`config.mk`:
```
export PLATFORM = sky130hd
export DESIGN_NAME = sbq_mgr
export DESIGN_NICKNAME = d
export VERILOG_FILES = /design/src/rtl/sbq_pkg.sv /design/src/rtl/sbq_frame_timer.sv /design/src/rtl/sbq_ptr_fifo.sv /design/src/rtl/sbq_refcount.sv /design/src/rtl/sbq_mgr.sv
export SDC_FILE = /design/constraint.sdc
export NUM_CORES = 2
export LEC_CHECK = 0
export ABC_AREA = 1
export BUFFER_PORTS_ARGS = -buffer_cell sky130_fd_sc_hd__buf_2
export CAP_MARGIN = 20
export CELL_PAD_IN_SITES_DETAIL_PLACEMENT = 1
export CELL_PAD_IN_SITES_GLOBAL_PLACEMENT = 1
export CORE_MARGIN = 1.5
export CORE_UTILIZATION = 45
export DETAILED_ROUTE_END_ITERATION = 8
export GPL_TIMING_DRIVEN = 1
export PLACE_DENSITY = 0.73
export SYNTH_ARGS = -nofsm -noshare
export SYNTH_HDL_FRONTEND = slang
export SYNTH_SLANG_ARGS = --single-unit
```
`constraint.sdc`:
```
create_clock -name clk -period 4.8 [get_ports clk]
set_input_delay 0.48 -clock clk [delete_from_list [all_inputs] [get_ports clk]]
set_output_delay 0.48 -clock clk [all_outputs]
set_load 0.05 [all_outputs]
```
`src/rtl/sbq_pkg.sv`:
```
// Shared definitions for the queue manager: queue class encoding and
// the mapping from (output, class) to a flat queue index.
package sbq_pkg;
    typedef enum logic {CLS_FAST = 1'b0, CLS_SLOW = 1'b1} sbq_class_e;

    // Flat queue index: fast queue of output p at 2p, slow queue at 2p+1.
    function automatic int qidx(input int port, input sbq_class_e cls);
        return 2 * port + int'(cls);
    endfunction
endpackage

```
`src/rtl/sbq_frame_timer.sv`:
```
// Frame position counter. The sync pulse forces the current tick to 0.
// Assumes the frame length is a power of two, so the counter wraps by overflow.
module sbq_frame_timer #(
    parameter int FRAME = 32,
    localparam int TW = $clog2(FRAME)
) (
    input  logic          clk,
    input  logic          rst_n,
    input  logic          frame_sync,
    output logic [TW-1:0] phase
);
    logic [TW-1:0] tick_q;

    // Current tick: zero under sync, otherwise the running count.
    assign phase = frame_sync ? '0 : tick_q;

    // Advance one tick per cycle.
    always_ff @(posedge clk) begin
        if (!rst_n) tick_q <= '0;
        else        tick_q <= phase + TW'(1);
    end
endmodule

```
`src/rtl/sbq_ptr_fifo.sv`:
```
// Pointer FIFO with head read-out and an occupancy count.
// PRELOAD=1 fills the FIFO with 0..DEPTH-1 at reset, which is used for the free pool.
// Assumes DEPTH is a power of two, no push when full and no pop when empty.
module sbq_ptr_fifo #(
    parameter int WIDTH   = 6,
    parameter int DEPTH   = 8,
    parameter bit PRELOAD = 1'b0,
    localparam int PW = $clog2(DEPTH)
) (
    input  logic             clk,
    input  logic             rst_n,
    input  logic             push,
    input  logic [WIDTH-1:0] din,
    input  logic             pop,
    output logic [WIDTH-1:0] head,
    output logic             empty,
    output logic [PW:0]      count
);
    logic [WIDTH-1:0] mem [DEPTH];
    logic [PW-1:0]    rd_q, wr_q;
    logic [PW:0]      cnt_q;

    assign head  = mem[rd_q];
    assign count = cnt_q;
    assign empty = (cnt_q == '0);

    // Storage, pointers and count; reset optionally loads the ascending address list.
    always_ff @(posedge clk) begin
        if (!rst_n) begin
            rd_q  <= '0;
            wr_q  <= '0;
            cnt_q <= PRELOAD ? (PW+1)'(DEPTH) : '0;
            for (int i = 0; i < DEPTH; i++)
                mem[i] <= PRELOAD ? WIDTH'(i) : '0;
        end else begin
            if (push) begin
                mem[wr_q] <= din;
                wr_q      <= wr_q + PW'(1);
            end
            if (pop) rd_q <= rd_q + PW'(1);
            case ({push, pop})
                2'b10:   cnt_q <= cnt_q + (PW+1)'(1);
                2'b01:   cnt_q <= cnt_q - (PW+1)'(1);
                default: cnt_q <= cnt_q;
            endcase
        end
    end
endmodule

```
`src/rtl/sbq_refcount.sv`:
```
// Count per buffer address of the queues that still hold that address.
// Assumes set and decrement never target the same address in one cycle.
module sbq_refcount #(
    parameter int NADDR = 64,
    parameter int RCW   = 5,
    localparam int AW = $clog2(NADDR)
) (
    input  logic           clk,
    input  logic           rst_n,
    input  logic           set_en,
    input  logic [AW-1:0]  set_addr,
    input  logic [RCW-1:0] set_val,
    input  logic           dec_en,
    input  logic [AW-1:0]  dec_addr,
    output logic           dec_last
);
    logic [RCW-1:0] cnt_q [NADDR];

    // The holder being removed is the final one.
    assign dec_last = (cnt_q[dec_addr] == RCW'(1));

    // Load on allocation, step down on each dequeue.
    always_ff @(posedge clk) begin
        if (!rst_n) begin
            for (int i = 0; i < NADDR; i++) cnt_q[i] <= '0;
        end else begin
            if (set_en) cnt_q[set_addr] <= set_val;
            if (dec_en) cnt_q[dec_addr] <= cnt_q[dec_addr] - RCW'(1);
        end
    end
endmodule

```
`src/rtl/sbq_mgr.sv`:
```
// Shared-buffer output queue manager. Enqueue happens at even ticks
// (input k at tick 2k) and dequeue at odd ticks (output k at tick 2k+1).
// Each output has a fast and a slow pointer queue, and fast is served first.
// Assumes NPORT and NADDR are powers of two.
module sbq_mgr #(
    parameter int NPORT  = 16,
    parameter int NADDR  = 64,
    parameter int QDEPTH = 8,
    parameter int DCW    = 16,
    localparam int FRAME = 2 * NPORT,
    localparam int TW    = $clog2(FRAME),
    localparam int PW    = $clog2(NPORT),
    localparam int AW    = $clog2(NADDR),
    localparam int NQ    = 2 * NPORT,
    localparam int CW    = $clog2(QDEPTH) + 1,
    localparam int RCW   = $clog2(NPORT + 1)
) (
    input  logic              clk,
    input  logic              rst_n,
    input  logic              frame_sync,
    input  logic              hdr_normal,
    input  logic              hdr_fast,
    input  logic [NPORT-1:0]  hdr_dest,
    input  logic [NPORT*CW-1:0] thr_fast,
    input  logic [NPORT*CW-1:0] thr_slow,
    output logic              wr_valid,
    output logic [AW-1:0]     wr_addr,
    output logic [NPORT-1:0]  wr_mask,
    output logic              rd_valid,
    output logic [PW-1:0]     rd_port,
    output logic [AW-1:0]     rd_addr,
    output logic              rd_empty,
    output logic [DCW-1:0]    drop_count
);
    import sbq_pkg::*;

    logic [TW-1:0]    phase;
    logic [PW-1:0]    slot;
    logic             is_enq, is_deq;
    logic [CW-1:0]    q_count [NQ];
    logic [AW-1:0]    q_head  [NQ];
    logic [NQ-1:0]    q_empty, q_push, q_pop;
    logic [AW-1:0]    pool_head;
    logic             pool_empty;
    logic [AW:0]      pool_count;
    logic [NPORT-1:0] accept_mask;
    logic [RCW-1:0]   accept_cnt;
    logic             do_enq, want_buf, drop_ev;
    logic             fast_rdy, slow_rdy, deq_any, dec_last;
    logic [AW-1:0]    deq_addr;

    sbq_frame_timer #(.FRAME(FRAME)) u_timer (
        .clk(clk), .rst_n(rst_n), .frame_sync(frame_sync), .phase(phase)
    );

    assign slot   = phase[TW-1:1];
    assign is_enq = ~phase[0];
    assign is_deq =  phase[0];

    // Destinations whose selected-class queue is under both its threshold and its capacity.
    always_comb begin
        for (int p = 0; p < NPORT; p++) begin
            logic [CW-1:0] occ_f, occ_s;
            logic          room_f, room_s;
            occ_f  = q_count[qidx(p, CLS_FAST)];
            occ_s  = q_count[qidx(p, CLS_SLOW)];
            room_f = (occ_f < thr_fast[p*CW +: CW]) && (occ_f < CW'(QDEPTH));
            room_s = (occ_s < thr_slow[p*CW +: CW]) && (occ_s < CW'(QDEPTH));
            accept_mask[p] = hdr_dest[p] & (hdr_fast ? room_f : room_s);
        end
    end

    // Number of queues that will hold the new address.
    always_comb begin
        accept_cnt = '0;
        for (int p = 0; p < NPORT; p++) accept_cnt += RCW'(accept_mask[p]);
    end

    assign want_buf = is_enq & hdr_normal & (hdr_dest != '0);
    assign do_enq   = want_buf & (accept_mask != '0) & ~pool_empty;
    assign drop_ev  = want_buf & ~do_enq;

    assign fast_rdy = ~q_empty[{slot, 1'b0}];
    assign slow_rdy = ~q_empty[{slot, 1'b1}];
    assign deq_any  = is_deq & (fast_rdy | slow_rdy);
    assign deq_addr = fast_rdy ? q_head[{slot, 1'b0}] : q_head[{slot, 1'b1}];

    // Push and pop strobes for every queue.
    always_comb begin
        for (int p = 0; p < NPORT; p++) begin
            q_push[qidx(p, CLS_FAST)] = do_enq & accept_mask[p] &  hdr_fast;
            q_push[qidx(p, CLS_SLOW)] = do_enq & accept_mask[p] & ~hdr_fast;
            q_pop[qidx(p, CLS_FAST)]  = is_deq & (slot == PW'(p)) & fast_rdy;
            q_pop[qidx(p, CLS_SLOW)]  = is_deq & (slot == PW'(p)) & ~fast_rdy & slow_rdy;
        end
    end

    for (genvar q = 0; q < NQ; q++) begin : g_queue
        sbq_ptr_fifo #(.WIDTH(AW), .DEPTH(QDEPTH), .PRELOAD(1'b0)) u_q (
            .clk(clk), .rst_n(rst_n),
            .push(q_push[q]), .din(pool_head), .pop(q_pop[q]),
            .head(q_head[q]), .empty(q_empty[q]), .count(q_count[q])
        );
    end

    sbq_ptr_fifo #(.WIDTH(AW), .DEPTH(NADDR), .PRELOAD(1'b1)) u_pool (
        .clk(clk), .rst_n(rst_n),
        .push(deq_any & dec_last), .din(deq_addr), .pop(do_enq),
        .head(pool_head), .empty(pool_empty), .count(pool_count)
    );

    sbq_refcount #(.NADDR(NADDR), .RCW(RCW)) u_refs (
        .clk(clk), .rst_n(rst_n),
        .set_en(do_enq), .set_addr(pool_head), .set_val(accept_cnt),
        .dec_en(deq_any), .dec_addr(deq_addr), .dec_last(dec_last)
    );

    // Registered result of the current slot.
    always_ff @(posedge clk) begin
        if (!rst_n) begin
            wr_valid   <= 1'b0;
            wr_addr    <= '0;
            wr_mask    <= '0;
            rd_valid   <= 1'b0;
            rd_port    <= '0;
            rd_addr    <= '0;
            rd_empty   <= 1'b0;
            drop_count <= '0;
        end else begin
            wr_valid   <= do_enq;
            wr_addr    <= do_enq ? pool_head : '0;
            wr_mask    <= do_enq ? accept_mask : '0;
            rd_valid   <= deq_any;
            rd_port    <= is_deq ? slot : '0;
            rd_addr    <= deq_any ? deq_addr : '0;
            rd_empty   <= is_deq & ~deq_any;
            drop_count <= drop_count + DCW'(drop_ev);
        end
    end
endmodule

```
## Word level (Yosys, flattened, before mapping)

Memories as Yosys holds them, arrays and structs flattened. A register that Yosys moved wholly into a read port is not among the register bits.
Index checks and enable logic that the tools add are counted.

- Bits in writable memories: 2240
- Output and inout port bits: 51
- ROM bits: 0
- Latch bits: 0
- Register bits: 395
- Memories kept: 34

Memories:

| name | words | width | read ports | clocked after Yosys merged registers in | write ports | RTL line | RTL |
|---|---|---|---|---|---|---|---|
| u_pool.mem | 64 | 6 | 1 | 1 | 64 | sbq_ptr_fifo.sv:19 | `logic [WIDTH-1:0] mem [DEPTH];` |
| u_refs.cnt_q | 64 | 5 | 1 | 0 | 64 | sbq_refcount.sv:17 | `logic [RCW-1:0] cnt_q [NADDR];` |
| g_queue[0].u_q.mem | 8 | 6 | 1 | 1 | 8 | sbq_ptr_fifo.sv:19 |  |
| g_queue[10].u_q.mem | 8 | 6 | 1 | 1 | 8 | sbq_ptr_fifo.sv:19 |  |
| g_queue[11].u_q.mem | 8 | 6 | 1 | 1 | 8 | sbq_ptr_fifo.sv:19 |  |
| g_queue[12].u_q.mem | 8 | 6 | 1 | 1 | 8 | sbq_ptr_fifo.sv:19 |  |
| +28 memories | -- | -- | -- | -- | -- | -- |  |

- Shift-type cells: 0
- $lt $le $gt $ge: 68
- Equal/unequal tests: 82
- Div/mod/pow operators: 0
- Bitwise gates (word level): 146
- Muxes and demuxes: 338
- Multipliers: 0
- $add $sub $neg: 150
- Reductions and logical operators: 139

Operators by type and width:

| kind | count |
|---|---|
| $mux W3 | 96 |
| $mux W6 | 43 |
| $pmux W4 S2 | 32 |
| $reduce_or A6 Y1 | 33 |
| $add A3 B1 Y3 const B | 64 |
| $mux W1 | 159 |
| $and A1 B1 Y1 | 136 |
| $logic_not A4 Y1 | 33 |
| $add A4 B1 Y4 const B | 32 |
| $lt A4 B4 Y1 | 32 |
| $lt A4 B4 Y1 const B | 32 |
| $sub A4 B1 Y4 const B | 32 |
| $eq A2 B1 Y1 const B | 33 |
| $eq A2 B2 Y1 const B | 33 |
| $reduce_bool A2 Y1 | 33 |
| $bmux W6 S5 | 2 |
| $add A5 B1 Y5 | 11 |
| $eq A4 B4 Y1 const B | 8 |
| $logic_and A1 B1 Y1 | 32 |
| $reduce_bool A16 Y1 | 2 |
| $add A16 B1 Y16 | 1 |
| $eq A4 B3 Y1 const B | 4 |
| $mux W5 | 3 |
| $pmux W7 S2 | 1 |
| other kinds (21) | 36 |

## Depth between registers and ports, before layout

- Depth after elaboration: 21
- Depth in mapped cells: 43
- Depth with buffers taken out: 40

## Cells and area by module

From an unflattened synthesis, not the netlist that was laid out.

- Cell total of the unflattened synthesis: 15183
- Area total of the unflattened synthesis: 136104.3 sq um

By module, submodules not included:

| module | seq. area each (sq um) | cells an instance | area an instance (sq um) | instances |
|---|---|---|---|---|
| sbq_ptr_fifo at g_queue[16].u_q ... | 1701.6 | 287 | 2819.0 | 25 |
| sbq_ptr_fifo at u_pool | 12031.5 | 2138 | 19387.3 | 1 |
| sbq_refcount | 9609.2 | 2502 | 18951.9 | 1 |
| sbq_ptr_fifo at g_queue[0].u_q ... | 1701.6 | 285 | 2783.9 | 4 |
| sbq_ptr_fifo at g_queue[10].u_q ... | 1701.6 | 285 | 2762.6 | 3 |
| sbq_mgr | 1021.0 | 1340 | 7643.6 | 1 |
| sbq_frame_timer | 100.1 | 33 | 224.0 | 1 |

## Worst setup path after synthesis

OpenSTA, ideal clock, no wires.

- Path type: input-to-reg
- Start: in hdr_fast
- End: mem u_refs.cnt_q[0][2], data pin
- Stages: 19
- Data required time: 4535 ps
- Library setup time: 265 ps
- Arrival: 4963 ps
- Setup slack: -428 ps
- Cell sequence: clkbuf_1 clkbuf_1 clkbuf_1 nand2_1 nand3_1 inv_1 fa_1 inv_1 fa_1 fa_1 fa_1 inv_1 ha_1 inv_1 fa_1 xnor2_1 o21ai_1 clkbuf_1 nor2_1

RTL lines:

| element | RTL line | RTL |
|---|---|---|
| from (decl) | sbq_mgr.sv:22 | `input logic hdr_fast,` |
| to (decl) | sbq_refcount.sv:17 |  |

==> impl_metrics.env <==
export IMPL_worst_path_max_fanout=10
export IMPL_io_pin_count=200
export IMPL_most_frequent_standard_cell_in_the_layout_excluding_fill_and_tap_cells="nor2_1"
export IMPL_fillers=31514
export IMPL_mux_contribution_to_synthesized_area_pct=0
export IMPL_grt_util_all_layers_pct=31.90
export IMPL_pwr_share_seq_pct=38.6
export IMPL_fmax_ghz=0.1868
export IMPL_internal_power_uw=46820
export IMPL_period_needed_ns=5.354
export IMPL_finish_cell_count_without_fillers=19341
export IMPL_critical_path_slowest_cell="nor2_1"
export IMPL_synth_yosys_warnings=0
export IMPL_timing_worst_slew_pin_value_ns=1.335
export IMPL_worstSetupEndpointType="flop"
export IMPL_grt_max_degree=175
export IMPL_clk_insertion_delay_late_ns=0.94
export IMPL_vias_in_the_first_global_route=116547
export IMPL_clock_tree_root_cell="clkbuf_16"
export IMPL_max_cap_viol_count=0
export IMPL_arithmetic_cell_share_of_the_synthesized_area_counting_full_adders_half_adders_and_majority_gates_pct=3.362
export IMPL_drt_wirelength_per_cell_um=24.38
export IMPL_clock_sink_count=2737
export IMPL_placed_area_sq_mm=0.1450
export IMPL_grt_pass1_wl_mm=702.8
export IMPL_post_synth_and_or_nand_nor_area_fraction_pct=21.03
export IMPL_routed_via_count=110196
export IMPL_synth_cells=13781
export IMPL_powerDensity_mw_per_mm2=437.5
export IMPL_syn_avg_cell_area_sq_um=9.284
export IMPL_critPathKind="reg -> reg"
export IMPL_violations_in_the_final_reports="negative setup slack"
export IMPL_fin_area_sq_mm=0.1592
export IMPL_clkPwrFrac_pct=34.4
export IMPL_finClkSkew_ns=0.05110
export IMPL_finalHoldViolCount=0
export IMPL_required_ns=5.40
export IMPL_synth_distinct_cells=53
export IMPL_p_leak_uw=0.06547
export IMPL_period_share_pct=111.5
export IMPL_timing_critical_path_arrival_ns=5.95
export IMPL_cts_hold_repair_buffers=0
export IMPL_maxSlewViolCount=0
export IMPL_rsz_0062_raised_after_global_routing="true"
export IMPL_dieArea_sq_mm=0.2875
export IMPL_core_area_sq_mm=0.2825
export IMPL_grt_remaining_overflow=0
export IMPL_drive_gt1_share_pct=18.66
export IMPL_hpwl_after_dpl_mm=321.5
export IMPL_pwr_share_comb_pct=27.0
export IMPL_run_status="finished, violations left"
export IMPL_cp_common_cell="buf_4"
export IMPL_vdd_ir_drop_max_mv=0.7208
export IMPL_synth_top_family_by_area="simple AND/OR/NAND/NOR gates"
export IMPL_worst_path_buf_inv=11
export IMPL_cells_after_dpl=18643
export IMPL_maxSlewHeadroom_pct=11.00
export IMPL_clock_tree_htree_level_count=5
export IMPL_worst_setup_path_start_kind="flop"
export IMPL_switching_share_pct=32.77
export IMPL_chipHeight_um=536.2
export IMPL_std_cell_rows=195
export IMPL_cts_tree="built"
export IMPL_setup_reg_to_reg_worst_slack_ns=-0.55
export IMPL_place_gp_congestion=0.9410
export IMPL_floorplan_die_width_um=536.2
export IMPL_most_common_layout_cells="2839 x nor2_1, 2679 x nand2_1, 2240 x edfxtp_1"
export IMPL_finalPower_uw=69640
export IMPL_synth_xor_xnor_area_share_pct=0.3012
export IMPL_dr_pass1_iters=6
export IMPL_final_nets=15794
export IMPL_total_standard_cell_area_after_synthesis_sq_mm=0.1279
export IMPL_net_switching_power_uw=22820
export IMPL_yosysSeqAreaShare_pct=60.35
export IMPL_area_delta_synth_final_pct=24.41
export IMPL_clk_path_buf_depth=4
export IMPL_synth_net_count=14248
export IMPL_synth_async_reset_ratio_pct=0
export IMPL_main_flop_type_after_synthesis="edfxtp_1"
export IMPL_port_buffer_count=199
export IMPL_synth_seq_cells=2737
export IMPL_viasPerCell=5.698
export IMPL_critical_path_cell_chain="nand2_4 -> buf_4 -> nor2_4 -> buf_12 -> inv_1 -> buf_12 -> buf_4 -> o22ai_1 -> buf_4 -> a211oi_1 -> o22ai_1 -> nor3_1 -> buf_4 -> nand2_1 -> nand2_2 -> buf_12 -> buf_4 -> a21oi_1 -> buf_4 -> inv_1 -> nand2_1 -> nor2_1 -> nand3_1 -> nand2_1"
export IMPL_hold_path_class="in -> reg"
export IMPL_min_setup_slack_post_route_ns=-0.5538
export IMPL_synth_compound_area_share_pct=9.572
export IMPL_drcViolationCount=0
export IMPL_grt_antenna_before_repair=37
export IMPL_detail_route_wirelength_mm=471.6
export IMPL_ant_nets_after_route=0
export IMPL_drt_first_iter_violations=10032
export IMPL_critical_path_top_delay_family="simple AND/OR/NAND/NOR gates"
export IMPL_count_of_flip_flops_with_a_built_in_enable_after_synthesis=2240
export IMPL_initial_utilization_pct=45.28
export IMPL_finalSetupViolCount=1268
export IMPL_clkSlewWorstSetupHoldPaths_ns=0.06
export IMPL_cts_buffers_inserted=307
export IMPL_timing_critical_path_slowest_cell_delay_ns=0.57
cell usage after synthesis, types with 18 or more instances:
cell type | n | area share (%)
a211oi_1 | 38 | 0.22
clkbuf_1 | 558 | 1.6
nand3b_1 | 46 | 0.27
nor3_1 | 84 | 0.33
o221ai_1 | 60 | 0.41
nand3_1 | 858 | 3.4
ha_1 | 275 | 2.7
edfxtp_1 | 2240 | 53
nand4_1 | 27 | 0.13
o311ai_0 | 19 | 0.13
nor2_1 | 2964 | 8.7
buf_2 | 170 | 0.66
xnor2_1 | 34 | 0.23
a21oi_1 | 829 | 3.2
a22oi_1 | 127 | 0.75
a21boi_0 | 32 | 0.19
o211ai_1 | 107 | 0.63
o22ai_1 | 124 | 0.61
inv_1 | 965 | 2.8
fa_1 | 43 | 0.67
inv_2 | 18 | 0.053
o21ai_0 | 791 | 3.1
nand2_1 | 2719 | 8.0
dfxtp_1 | 497 | 7.8
state kept, by name, summed over array words and instances, names as in the netlist, 4 cells and up, named ones only:
register,cells
g_queue.u_q.count,128
g_queue.u_q.rd_q,96
u_pool.rd_q,6
u_pool.mem,384
g_queue.u_q.wr_q,96
u_timer.tick_q,5
u_refs.cnt_q,320
g_queue.u_q.mem,1536
rd_addr,6
drop_count,16
u_pool.count,7
wr_mask,16
wr_addr,6
rd_port,4
u_pool.wr_q,6
metrics by stage:
| stage | hold WS [ns] | setup TNS, ns | util [%] | setup slack [ns] |
|---|---|---|---|---|
| after floorplan | 0.4223 | 0 | - | 0.0006448 |
| after global placement | 0.4370 | -753.02 | 51.31 | -1.192 |
| after CTS | 0.009202 | -176.19 | 55.79 | -0.5913 |
| after global routing | 0.05854 | -473.83 | 56.33 | -0.6916 |
| final | 0.06326 | -290.37 | 56.34 | -0.5538 |
| after detailed placement | 0.4524 | -964.14 | 51.31 | -1.245 |
power by group through the flow:
stage	logic, uW	clock network, uW	registers (uW)
floorplan	5810	0	27200
global placement	11700	0	27300
detailed placement	12000	0	27400
CTS	16900	24100	26900
global route	19200	24900	26900
finish	18800	23900	26900
tightest hold or removal path: cells and delay by family:
| kind | cells | cell delay, ns |
|---|---|---|
| simple gates | 2 | 0.14 |
| buf+inv | 3 | 0.30 |
area by class of cell:
type,instances,area [sq um],share of cell area [%]
sequential,2737,77250,48.53
multi-input combinational,9288,46040,28.92
timing repair buffer,1994,17270,10.85
clock buffer,411,8529,5.359
tap,3743,4683,2.942
inverter,998,3839,2.412
clock inverter,147,1498,0.9409
antenna,22,55.05,0.03459
timing repair inverter,1,7.507,0.004716
final timing paths:
path	startpoint	endpoint	cells past startpoint
setup reg to reg	u_timer.tick_q[1]	u_refs.cnt_q[62][1]	24
hold / removal	frame_sync	rd_port[0]	5
hold reg to reg	g_queue[11].u_q.count[0]	g_queue[11].u_q.count[0]	1
setup / recovery	u_timer.tick_q[1]	u_refs.cnt_q[62][1]	24
timing repair:
item | 4_1_cts | 5_1_grt
setup buffers | 52 | 32
pin swaps | 121 | 146
resized for setup | 374 | 333
gates cloned | 33 | 11
setup endpoints to repair | 1428 | 1460
metal layers:
metal | wire length (um) | track usage [%]
met1 | 185400 | 39.34
met2 | 229100 | 54.71
met3 | 34100 | 5.639
met4 | 22760 | 13.86
met5 | 242 | 0
logic make-up (layout without fill, tap and decap cells):
| kind of cell | after synthesis | after routing |
|---|---|---|
| compound gates | 2176 | 2176 |
| simple gates | 6748 | 6750 |
| buf+inv | 1758 | 3551 |
| fa+ha+maj | 318 | 318 |
| xor+xnor | 44 | 44 |
| flops | 2737 | 2737 |
| other cells | 0 | 22 |
Power figures use the tool's default switching activity.
